--- src/rtl/vxp_pkg.sv ---
package vxp_pkg;

    typedef enum logic [1:0] {
        DIR_OUT      = 2'd0,
        DIR_OUT_WAIT = 2'd1,
        DIR_IN       = 2'd2,
        DIR_IN_WAIT  = 2'd3
    } dir_state_t;

    typedef enum logic [1:0] {
        CD_HUNT = 2'd0,
        CD_FF   = 2'd1,
        CD_Z1   = 2'd2,
        CD_Z2   = 2'd3
    } code_state_t;

    localparam int STATUS_VALID_BIT = 7;
    localparam int STATUS_FIELD_BIT = 6;
    localparam int STATUS_END_BIT   = 4;

endpackage

--- src/rtl/vxp_dir_ctrl.sv ---
module vxp_dir_ctrl
    import vxp_pkg::*;
(
    input  logic clk,
    input  logic rst_n,
    input  logic req_in,
    input  logic out_bound,
    input  logic in_bound,
    output logic dir_in
);

    dir_state_t state_q;
    dir_state_t state_d;

    always_ff @(posedge clk or negedge rst_n) begin
        if (!rst_n) state_q <= DIR_OUT;
        else        state_q <= state_d;
    end

    always_comb begin
        state_d = state_q;
        unique case (state_q)
            DIR_OUT:      if (req_in) state_d = DIR_OUT_WAIT;
            DIR_OUT_WAIT: begin
                if (!req_in)        state_d = DIR_OUT;
                else if (out_bound) state_d = DIR_IN;
            end
            DIR_IN:       if (!req_in) state_d = DIR_IN_WAIT;
            DIR_IN_WAIT: begin
                if (req_in)        state_d = DIR_IN;
                else if (in_bound) state_d = DIR_OUT;
            end
            default:      state_d = DIR_OUT;
        endcase
    end

    assign dir_in = (state_q == DIR_IN) || (state_q == DIR_IN_WAIT);

    // entry into input direction only at an output field boundary
    assert_dir_in_on_boundary_R4: assert property (@(posedge clk) disable iff (!rst_n)
        $rose(dir_in) |-> $past(out_bound));

    // return to output only at an input field event
    assert_dir_out_on_boundary_R5: assert property (@(posedge clk) disable iff (!rst_n)
        $fell(dir_in) |-> $past(in_bound));

endmodule

--- src/rtl/vxp_edge.sv ---
module vxp_edge (
    input  logic clk,
    input  logic rst_n,
    input  logic sig,
    input  logic fall_sel,
    output logic evt
);

    logic sig_q;

    always_ff @(posedge clk or negedge rst_n) begin
        if (!rst_n) sig_q <= 1'b0;
        else        sig_q <= sig;
    end

    assign evt = fall_sel ? (sig_q & ~sig) : (~sig_q & sig);

endmodule

--- src/rtl/vxp_code_det.sv ---
module vxp_code_det
    import vxp_pkg::*;
#(
    parameter int BYTE_W = 8
) (
    input  logic              clk,
    input  logic              rst_n,
    input  logic              byte_en,
    input  logic [BYTE_W-1:0] byte_val,
    output logic              code_evt,
    output logic              code_field,
    output logic              code_end
);

    localparam logic [BYTE_W-1:0] ALL_ONES  = {BYTE_W{1'b1}};
    localparam logic [BYTE_W-1:0] ALL_ZEROS = {BYTE_W{1'b0}};

    code_state_t state_q;
    code_state_t state_d;

    always_ff @(posedge clk or negedge rst_n) begin
        if (!rst_n) state_q <= CD_HUNT;
        else        state_q <= state_d;
    end

    always_comb begin
        state_d    = state_q;
        code_evt   = 1'b0;
        code_field = byte_val[STATUS_FIELD_BIT];
        code_end   = byte_val[STATUS_END_BIT];
        if (byte_en) begin
            unique case (state_q)
                CD_HUNT: if (byte_val == ALL_ONES) state_d = CD_FF;
                CD_FF: begin
                    if (byte_val == ALL_ZEROS)     state_d = CD_Z1;
                    else if (byte_val != ALL_ONES) state_d = CD_HUNT;
                end
                CD_Z1: begin
                    if (byte_val == ALL_ZEROS)     state_d = CD_Z2;
                    else if (byte_val == ALL_ONES) state_d = CD_FF;
                    else                           state_d = CD_HUNT;
                end
                CD_Z2: begin
                    code_evt = byte_val[STATUS_VALID_BIT];
                    state_d  = (byte_val == ALL_ONES) ? CD_FF : CD_HUNT;
                end
                default: state_d = CD_HUNT;
            endcase
        end
    end

    // a code is reported only after the two zero bytes of the preamble
    assert_code_after_preamble_R10: assert property (@(posedge clk) disable iff (!rst_n)
        code_evt |-> (state_q == CD_Z2) && byte_en);

endmodule

--- src/rtl/vxp_assembler.sv ---
module vxp_assembler #(
    parameter int BYTE_W = 8
) (
    input  logic              clk,
    input  logic              rst_n,
    input  logic              restart,
    input  logic              accept,
    input  logic              wide,
    input  logic [BYTE_W-1:0] byte_y,
    input  logic [BYTE_W-1:0] byte_c,
    output logic              push_en,
    output logic [BYTE_W-1:0] push_y,
    output logic [BYTE_W-1:0] push_c
);

    logic [1:0]        phase_q;
    logic [BYTE_W-1:0] c_hold_q;

    always_ff @(posedge clk or negedge rst_n) begin
        if (!rst_n) begin
            phase_q  <= 2'd0;
            c_hold_q <= '0;
        end else if (restart) begin
            phase_q <= 2'd0;
        end else if (accept && !wide) begin
            phase_q <= phase_q + 2'd1;
            if (!phase_q[0]) c_hold_q <= byte_y;
        end
    end

    always_comb begin
        push_y = byte_y;
        if (wide) begin
            push_en = accept && !restart;
            push_c  = byte_c;
        end else begin
            push_en = accept && !restart && phase_q[0];
            push_c  = c_hold_q;
        end
    end

    // a restart leaves the assembler at the chroma position
    assert_phase_restart_R8: assert property (@(posedge clk) disable iff (!rst_n)
        restart |=> (phase_q == 2'd0));

endmodule

--- src/rtl/vxp_fifo.sv ---
module vxp_fifo #(
    parameter int BYTE_W   = 8,
    parameter int DEPTH    = 8,
    parameter int RDY_FREE = 4
) (
    input  logic              clk,
    input  logic              rst_n,
    input  logic              push_en,
    input  logic [BYTE_W-1:0] push_y,
    input  logic [BYTE_W-1:0] push_c,
    input  logic              pop_en,
    output logic              rd_valid,
    output logic [BYTE_W-1:0] rd_y,
    output logic [BYTE_W-1:0] rd_c,
    output logic              ready
);

    localparam int PTR_W = (DEPTH > 1) ? $clog2(DEPTH) : 1;
    localparam int CNT_W = $clog2(DEPTH + 1);
    localparam logic [CNT_W-1:0] DEPTH_C = CNT_W'(DEPTH);
    localparam logic [CNT_W-1:0] LIMIT_C = CNT_W'(DEPTH - RDY_FREE);
    localparam logic [PTR_W-1:0] LAST_C  = PTR_W'(DEPTH - 1);

    logic [BYTE_W-1:0] mem_y [DEPTH];
    logic [BYTE_W-1:0] mem_c [DEPTH];
    logic [PTR_W-1:0]  wr_ptr_q;
    logic [PTR_W-1:0]  rd_ptr_q;
    logic [CNT_W-1:0]  count_q;
    logic              do_push;
    logic              do_pop;

    assign do_push  = push_en && (count_q != DEPTH_C);
    assign do_pop   = pop_en && (count_q != '0);
    assign rd_valid = (count_q != '0);
    assign rd_y     = mem_y[rd_ptr_q];
    assign rd_c     = mem_c[rd_ptr_q];
    assign ready    = (count_q <= LIMIT_C);

    always_ff @(posedge clk) begin
        if (do_push) begin
            mem_y[wr_ptr_q] <= push_y;
            mem_c[wr_ptr_q] <= push_c;
        end
    end

    always_ff @(posedge clk or negedge rst_n) begin
        if (!rst_n) begin
            wr_ptr_q <= '0;
            rd_ptr_q <= '0;
            count_q  <= '0;
        end else begin
            if (do_push) wr_ptr_q <= (wr_ptr_q == LAST_C) ? '0 : wr_ptr_q + 1'b1;
            if (do_pop)  rd_ptr_q <= (rd_ptr_q == LAST_C) ? '0 : rd_ptr_q + 1'b1;
            unique case ({do_push, do_pop})
                2'b10:   count_q <= count_q + 1'b1;
                2'b01:   count_q <= count_q - 1'b1;
                default: count_q <= count_q;
            endcase
        end
    end

    // a full buffer never shows ready, and the fill never exceeds its depth
    assert_no_ready_when_full_R11: assert property (@(posedge clk) disable iff (!rst_n)
        (count_q == DEPTH_C) |-> !ready);
    assert_no_overflow_R11: assert property (@(posedge clk) disable iff (!rst_n)
        count_q <= DEPTH_C);

endmodule

--- src/rtl/vid_xport.sv ---
module vid_xport #(
    parameter int BYTE_W   = 8,
    parameter int DEPTH    = 8,
    parameter int RDY_FREE = 4
) (
    input  logic              clk,
    input  logic              rst_n,
    input  logic              cfg_req_in,
    input  logic              cfg_wide,
    input  logic              cfg_embedded,
    input  logic              cfg_h_fall,
    input  logic              cfg_v_fall,
    input  logic              cfg_fid_inv,
    input  logic              xp_tri,
    input  logic [BYTE_W-1:0] dec_data,
    input  logic              dec_valid,
    input  logic              dec_href,
    input  logic              dec_vref,
    input  logic [BYTE_W-1:0] xp_data_i,
    input  logic [BYTE_W-1:0] xp_aux_i,
    input  logic              xp_valid_i,
    input  logic              xp_h_i,
    input  logic              xp_v_i,
    output logic              xp_clk_o,
    output logic [BYTE_W-1:0] xp_data_o,
    output logic              xp_valid_o,
    output logic              xp_h_o,
    output logic              xp_v_o,
    output logic              xp_oe,
    output logic              xp_rdy,
    output logic              in_field_id,
    input  logic              rd_en,
    output logic              rd_valid,
    output logic [BYTE_W-1:0] rd_y,
    output logic [BYTE_W-1:0] rd_c
);

    localparam logic [BYTE_W-1:0] ALL_ONES = {BYTE_W{1'b1}};

    logic dir_in;
    logic out_bound;
    logic in_bound;
    logic vref_q;
    logic h_evt;
    logic v_evt;
    logic byte_en;
    logic code_evt;
    logic code_field;
    logic code_end;
    logic active_q;
    logic field_last_q;
    logic accept;
    logic restart;
    logic push_en;
    logic [BYTE_W-1:0] push_y;
    logic [BYTE_W-1:0] push_c;

    // Output side: direct copies of the decoder signals
    assign xp_clk_o   = clk;
    assign xp_data_o  = dec_data;
    assign xp_valid_o = dec_valid;
    assign xp_h_o     = dec_href;
    assign xp_v_o     = dec_vref;
    assign xp_oe      = !dir_in && !xp_tri;

    always_ff @(posedge clk or negedge rst_n) begin
        if (!rst_n) vref_q <= 1'b0;
        else        vref_q <= dec_vref;
    end
    assign out_bound = dec_vref && !vref_q;

    // Input timing sources
    vxp_edge u_h_edge (
        .clk      (clk),
        .rst_n    (rst_n),
        .sig      (xp_h_i),
        .fall_sel (cfg_h_fall),
        .evt      (h_evt)
    );

    vxp_edge u_v_edge (
        .clk      (clk),
        .rst_n    (rst_n),
        .sig      (xp_v_i),
        .fall_sel (cfg_v_fall),
        .evt      (v_evt)
    );

    assign byte_en = dir_in && xp_valid_i;

    vxp_code_det #(.BYTE_W(BYTE_W)) u_code_det (
        .clk        (clk),
        .rst_n      (rst_n),
        .byte_en    (byte_en),
        .byte_val   (xp_data_i),
        .code_evt   (code_evt),
        .code_field (code_field),
        .code_end   (code_end)
    );

    always_ff @(posedge clk or negedge rst_n) begin
        if (!rst_n) begin
            active_q     <= 1'b0;
            field_last_q <= 1'b0;
            in_field_id  <= 1'b0;
        end else if (cfg_embedded) begin
            if (code_evt) begin
                active_q     <= !code_end;
                field_last_q <= code_field;
                in_field_id  <= code_field ^ cfg_fid_inv;
            end else if (byte_en && (xp_data_i == ALL_ONES)) begin
                active_q <= 1'b0;
            end
        end else if (v_evt) begin
            in_field_id <= xp_h_i ^ cfg_fid_inv;
        end
    end

    assign in_bound = cfg_embedded ? (code_evt && (code_field != field_last_q)) : v_evt;
    assign restart  = cfg_embedded ? code_evt : h_evt;
    assign accept   = byte_en && (!cfg_embedded || (active_q && (xp_data_i != ALL_ONES)));

    vxp_dir_ctrl u_dir (
        .clk       (clk),
        .rst_n     (rst_n),
        .req_in    (cfg_req_in),
        .out_bound (out_bound),
        .in_bound  (in_bound),
        .dir_in    (dir_in)
    );

    vxp_assembler #(.BYTE_W(BYTE_W)) u_asm (
        .clk     (clk),
        .rst_n   (rst_n),
        .restart (restart),
        .accept  (accept),
        .wide    (cfg_wide),
        .byte_y  (xp_data_i),
        .byte_c  (xp_aux_i),
        .push_en (push_en),
        .push_y  (push_y),
        .push_c  (push_c)
    );

    vxp_fifo #(.BYTE_W(BYTE_W), .DEPTH(DEPTH), .RDY_FREE(RDY_FREE)) u_fifo (
        .clk      (clk),
        .rst_n    (rst_n),
        .push_en  (push_en),
        .push_y   (push_y),
        .push_c   (push_c),
        .pop_en   (rd_en),
        .rd_valid (rd_valid),
        .rd_y     (rd_y),
        .rd_c     (rd_c),
        .ready    (xp_rdy)
    );

    // the port never drives while it receives
    assert_no_drive_in_input_R3: assert property (@(posedge clk) disable iff (!rst_n)
        dir_in |-> !xp_oe);

    // nothing enters the buffer while the port drives
    assert_no_push_in_output_R6: assert property (@(posedge clk) disable iff (!rst_n)
        !dir_in |-> !push_en);

endmodule

--- config.mk ---
export PLATFORM = sky130hd
export DESIGN_NAME = vid_xport
export DESIGN_NICKNAME = d
export VERILOG_FILES = /design/src/rtl/vxp_pkg.sv /design/src/rtl/vxp_dir_ctrl.sv /design/src/rtl/vxp_edge.sv /design/src/rtl/vxp_code_det.sv /design/src/rtl/vxp_assembler.sv /design/src/rtl/vxp_fifo.sv /design/src/rtl/vid_xport.sv
export SDC_FILE = /design/constraint.sdc
export NUM_CORES = 1
export LEC_CHECK = 0
export ABC_AREA = 1
export ABC_CLOCK_PERIOD_IN_PS = 3600
export BUFFER_PORTS_ARGS = -buffer_cell sky130_fd_sc_hd__buf_2
export CORE_MARGIN = 4
export CORE_UTILIZATION = 34
export DETAILED_ROUTE_END_ITERATION = 10
export GPL_TIMING_DRIVEN = 0
export PLACE_DENSITY_LB_ADDON = 0.2
export SLEW_MARGIN = 20
export SYNTH_ARGS = -nofsm -noshare
export SYNTH_HDL_FRONTEND = slang
export SYNTH_SLANG_ARGS = --single-unit
--- constraint.sdc ---
create_clock -name clk -period 3.6 [get_ports clk]
set_clock_uncertainty 0.2 [all_clocks]
set_input_delay 0.36 -clock clk [delete_from_list [all_inputs] [get_ports clk]]
set_output_delay 0.36 -clock clk [all_outputs]
set_load 0.05 [all_outputs]
Yosys cells after proc, flatten, opt, wreduce, memory -nomap -nowiden
Memory sizes are Yosys's and may differ from the RTL's.
Cells that the tools add are included.
W data, S select, Z words.

word-level totals
  word-level logic and storage cells = 122
  output and inout bits = 32
  memories = 2
  register bits after elaboration = 30
  RAM bits = 128

memories
  memory        depth  width  read ports  clocked after memory_dff  wr ports  line            source
  u_fifo.mem_c  8      8      1           0                         1         vxp_fifo.sv:25  logic [BYTE_W-1:0] mem_c [DEPTH];
  u_fifo.mem_y  8      8      1           0                         1         vxp_fifo.sv:24  logic [BYTE_W-1:0] mem_y [DEPTH];

cells by class
  magnitude comparators = 1
  muxes and demuxes = 33
  $add $sub $neg = 5
  bitwise logic cells = 12
  reduce and logical (&&, ||, !) cells = 35
  equality and inequality tests = 21

operators with widths
  cell                   count
  $mux W2                12
  $pmux W2 S4            2
  $mux W1                15
  $logic_and A1 B1 Y1    12
  $eq A2 B2 Y1 const B   5
  $eq A8 B8 Y1 const B   1
  $logic_not A8 Y1       1
  $mux W8                1
  $ne A8 B8 Y1 const B   1
  $pmux W4 S2            1
  $reduce_bool A2 Y1     4
  $logic_not A1 Y1       7
  $add A3 B1 Y3 const B  2
  $eq A2 B1 Y1 const B   3
  $eq A3 B3 Y1 const B   2
  $mux W3                2
  $ne A2 B2 Y1 const B   3
  $ne A3 B3 Y1 const B   2
  $not A1 Y1             6
  $reduce_and A2 Y1      3
  $reduce_and A3 Y1      2
  $add A4 B1 Y4 const B  1
  $and A1 B1 Y1          4
  $le A4 B3 Y1 const B   1
  other kinds (11)       14

Longest topological paths before layout
  word-level depth = 12
  depth in mapped cells = 19
  gate-level depth less buffers = 19

Cells and area by module
Synthesis repeated with hierarchy kept, for this count alone.

second synthesis, totals
  cells, all modules = 847
  area, all modules = 7533.5 um^2

by module, submodules not included
  module         area an instance (um^2)  sequential area each (um^2)  times used  cells an instance
  vxp_fifo       6132.1                   4093.9                       1           641
  vxp_assembler  565.5                    225.2                        1           75
  vid_xport      385.4                    100.1                        1           55
  vxp_code_det   217.7                    50.0                         1           41
  vxp_dir_ctrl   132.6                    50.0                         1           21
  vxp_edge       50.0                     25.0                         2           7

==> flow_metrics.env <==
export IMPL_status="finished clean"
export IMPL_avgSynthCellArea_um2=11.0
export IMPL_placeableCoreArea_um2=19700
export IMPL_grt_setup_unrepaired="false"
export IMPL_grt_overflow_total=0
export IMPL_insertion_delay_ns=0.53
export IMPL_clock_pin_slew_on_the_worst_setup_and_hold_paths_ns=0.06
export IMPL_route_detailed_wl_per_inst_um=17.5
export IMPL_port_buffer_count=60
export IMPL_drt_first_pass_iters=4
export IMPL_drtAntennaViolNets=0
export IMPL_worst_path_max_fanout=10
export IMPL_max_cap_violations=0
export IMPL_timing_worst_setup_path_type="flip-flop to output pin"
export IMPL_die_height_um=151
export IMPL_vias=4954
export IMPL_dieWidth_um=151
export IMPL_boundaryPins=72
export IMPL_layoutNonFillerInstCount=1009
export IMPL_area_growth_syn_to_layout_pct=22.3
export IMPL_tritoncts="yes"
export IMPL_grt_max_degree=30
export IMPL_drcViolationCount=0
export IMPL_synth_edff_count=128
export IMPL_power_density_cell_area_nw_per_um2=830
export IMPL_timing_critical_path_arrival_ns=2.50
export IMPL_achievable_frequency_mhz=327
export IMPL_finalWorstPathRequiredPeriod_ns=3.06
export IMPL_grt_first_pass_wirelength_mm=27.4
export IMPL_n_antenna_cell=0
export IMPL_die_area_um2=22700
export IMPL_netlist_area_leader_share_pct=55.6
export IMPL_synth_nets=677
export IMPL_postSynthRegisterBits=157
export IMPL_vias_per_cell=4.91
export IMPL_detailed_place_hpwl_mm=12.1
export IMPL_drt_total_wl_mm=17.7
export IMPL_setup_viol_count_final=0
export IMPL_final_hold_violation_count=0
export IMPL_grtUsageTotal_pct=16.2
export IMPL_gpl_final_weighted_congestion=0.773
export IMPL_antenna_found_initial=0
export IMPL_async_s_r_ff_share_synth_pct=18.5
export IMPL_timing_critical_path_slowest_stage_cell="clkbuf_1"
export IMPL_netlist_instances=630
export IMPL_layout_drive_gt1_share_pct=20.7
export IMPL_timing_slew_headroom_pct=53.9
export IMPL_crit_chain="buf_2 -> clkbuf_1 -> o21ai_0 -> o32ai_1 -> nand2_1 -> nand2_1 -> buf_2"
export IMPL_finalCritPeriodShare_pct=85.0
export IMPL_ys_dominant_reg_cell="edfxtp_1"
export IMPL_timing_critical_path_to_type="output pin"
export IMPL_cell_accounting_for_the_most_synthesized_area="edfxtp_1"
export IMPL_placed_cells_incl_taps=963
export IMPL_drt_iter0_drc=363
export IMPL_first_global_vias=4949
export IMPL_synth_distinct_cells=34
export IMPL_synth_area_leaders="edfxtp_1 56%, dfrtp_1 11%, nand2_1 7.4%"
export IMPL_data_required_time_of_the_worst_path_ns=3.04
export IMPL_max_vdd_ir_drop_v=0.000427
export IMPL_yosysSeqAreaShare_pct=66.1
export IMPL_setup_tns_final_ns=0
export IMPL_cpPeakStageDelay_ns=0.46
export IMPL_slew_violations=0
export IMPL_static_leakage_power_nw=3.38
export IMPL_final_net_count=779
export IMPL_tightest_slew_ns=0.692
export IMPL_std_cell_rows=51
export IMPL_synthesis_area_um2=6910
export IMPL_hold_class="input port to flip-flop"
export IMPL_synth_warning_count=0
export IMPL_starting_utilization_of_the_core_area_pct=35.0
export IMPL_setup_worst_path_start_class="flip-flop"
[cells in the mapped netlist (9+ instances only)]
cell type and count:
inv_1 23, clkbuf_1 9, buf_4 14, nand3_1 27, o32ai_1 32, nor2_1 120
dfrtp_1 29, edfxtp_1 128, nand2_1 136, buf_2 9, o21ai_0 43, o21ai_1 9
[power breakdown]
group | total (mW) | internal (mW) | switching, mW
Clock | 2.03 | 1.25 | 0.775
Combinational | 2.69 | 0.725 | 1.97
Sequential | 2.29 | 2.16 | 0.131
[layer usage]
layer	global-route usage [%]	vias to the layer above	routed length, µm	share of wire (%)
met2	26.5	135	8610	49
met1	21.3	2412	7900	45
met5	0	-	0	0
met4	5.22	0	274	1.5
met3	3.97	26	910	5.1
li1	-	2381	-	-
[final cells by class]
type | instances | area (µm²)
multi-input combinational | 404 | 1990
timing repair buffer | 79 | 517
inverter | 31 | 121
clock buffer | 22 | 509
fill | 1855 | 11300
sequential | 157 | 4570
buffer | 38 | 245
clock inverter | 13 | 163
tap | 265 | 332
[sequential cells by signal (all words and copies together), names as in the netlist, 2 cells and up, named ones only]
signal / cells
u_fifo.count_q: 4
u_fifo.mem_y: 64
u_code_det.state_q: 2
u_fifo.wr_ptr_q: 3
u_fifo.rd_ptr_q: 3
u_asm.c_hold_q: 8
u_fifo.mem_c: 64
[cell usage in the layout (no fill, tap or decap), drive strengths merged, types with 3 or more instances in the layout]
master,synthesis,final
buf,29,97
bufinv,0,3
clkbuf,9,30
clkinv,2,8
dfrtp,29,29
dlygate4sd3,0,12
edfxtp,128,128
ha,7,7
inv,29,32
nand2,144,144
nand3,27,27
nor2,122,122
nor3,4,4
o21ai,53,53
o32ai,32,32
xor2,4,4
[critical path, delay by kind of cell (launching register included)]
| kind | cells | cell delay [ns] |
|---|---|---|
| compound gates | 2 | 0.38 |
| simple gates | 2 | 0.21 |
| flops | 1 | 0.40 |
| buf+inv | 3 | 0.98 |
[cells by family (layout without fill, tap and decap cells)]
group | Yosys count | in the layout | share of synthesized area [%]
AOI/OAI and AO/OA | 91 | 91 | 8.57
DFF | 157 | 157 | 66.1
xor gates and xnor gates | 5 | 5 | 0.634
adders and majority gates | 7 | 7 | 1.27
buffers and inverters | 69 | 183 | 5.31
muxes | 1 | 1 | 0.163
and+or+nand+nor | 300 | 300 | 17.9
[through the flow]
stage | hold slack [ns] | power, mW | util [%] | setup slack [ns] | cell area [µm²]
after floorplan | -0.136 | 4.29 | - | 0.998 | 6910
after global placement | 0.229 | 5.02 | 38.2 | 0.245 | 7540
after detailed placement | 0.240 | 5.10 | 38.9 | 0.673 | 7660
after CTS | 0.00392 | 7.09 | 42.9 | 0.463 | 8450
after global routing | 0.00657 | 7.43 | 42.9 | 0.359 | 8450
final | 0.0119 | 7.01 | 42.9 | 0.540 | 8450
[path summary, 6_finish.rpt]
kind	end	start	cells past startpoint	slack [ns]
worst max-delay path	rd_c[4]	u_fifo.rd_ptr_q[1]	7	0.54
worst min-delay path	u_asm.c_hold_q[7]	xp_data_i[7]	3	0.01
worst max register to register	u_fifo.count_q[2]	flip-flop	16	0.96
worst min register to register	u_asm.c_hold_q[7]	u_asm.c_hold_q[7]	2	0.28
max in group asynchronous	u_fifo.rd_ptr_q[0]	rst_n	2	2.54
min in group asynchronous	in_field_id	rst_n	2	0.21
[timing repair]
| action | CTS | global route |
|---|---|---|
| buffers inserted | 0 | 0 |
| hold buffers | 12 | 0 |
| resized for setup | 0 | 0 |
| hold endpoints to repair | 69 | 0 |
Note: power is estimated with default switching activity, not from simulation.
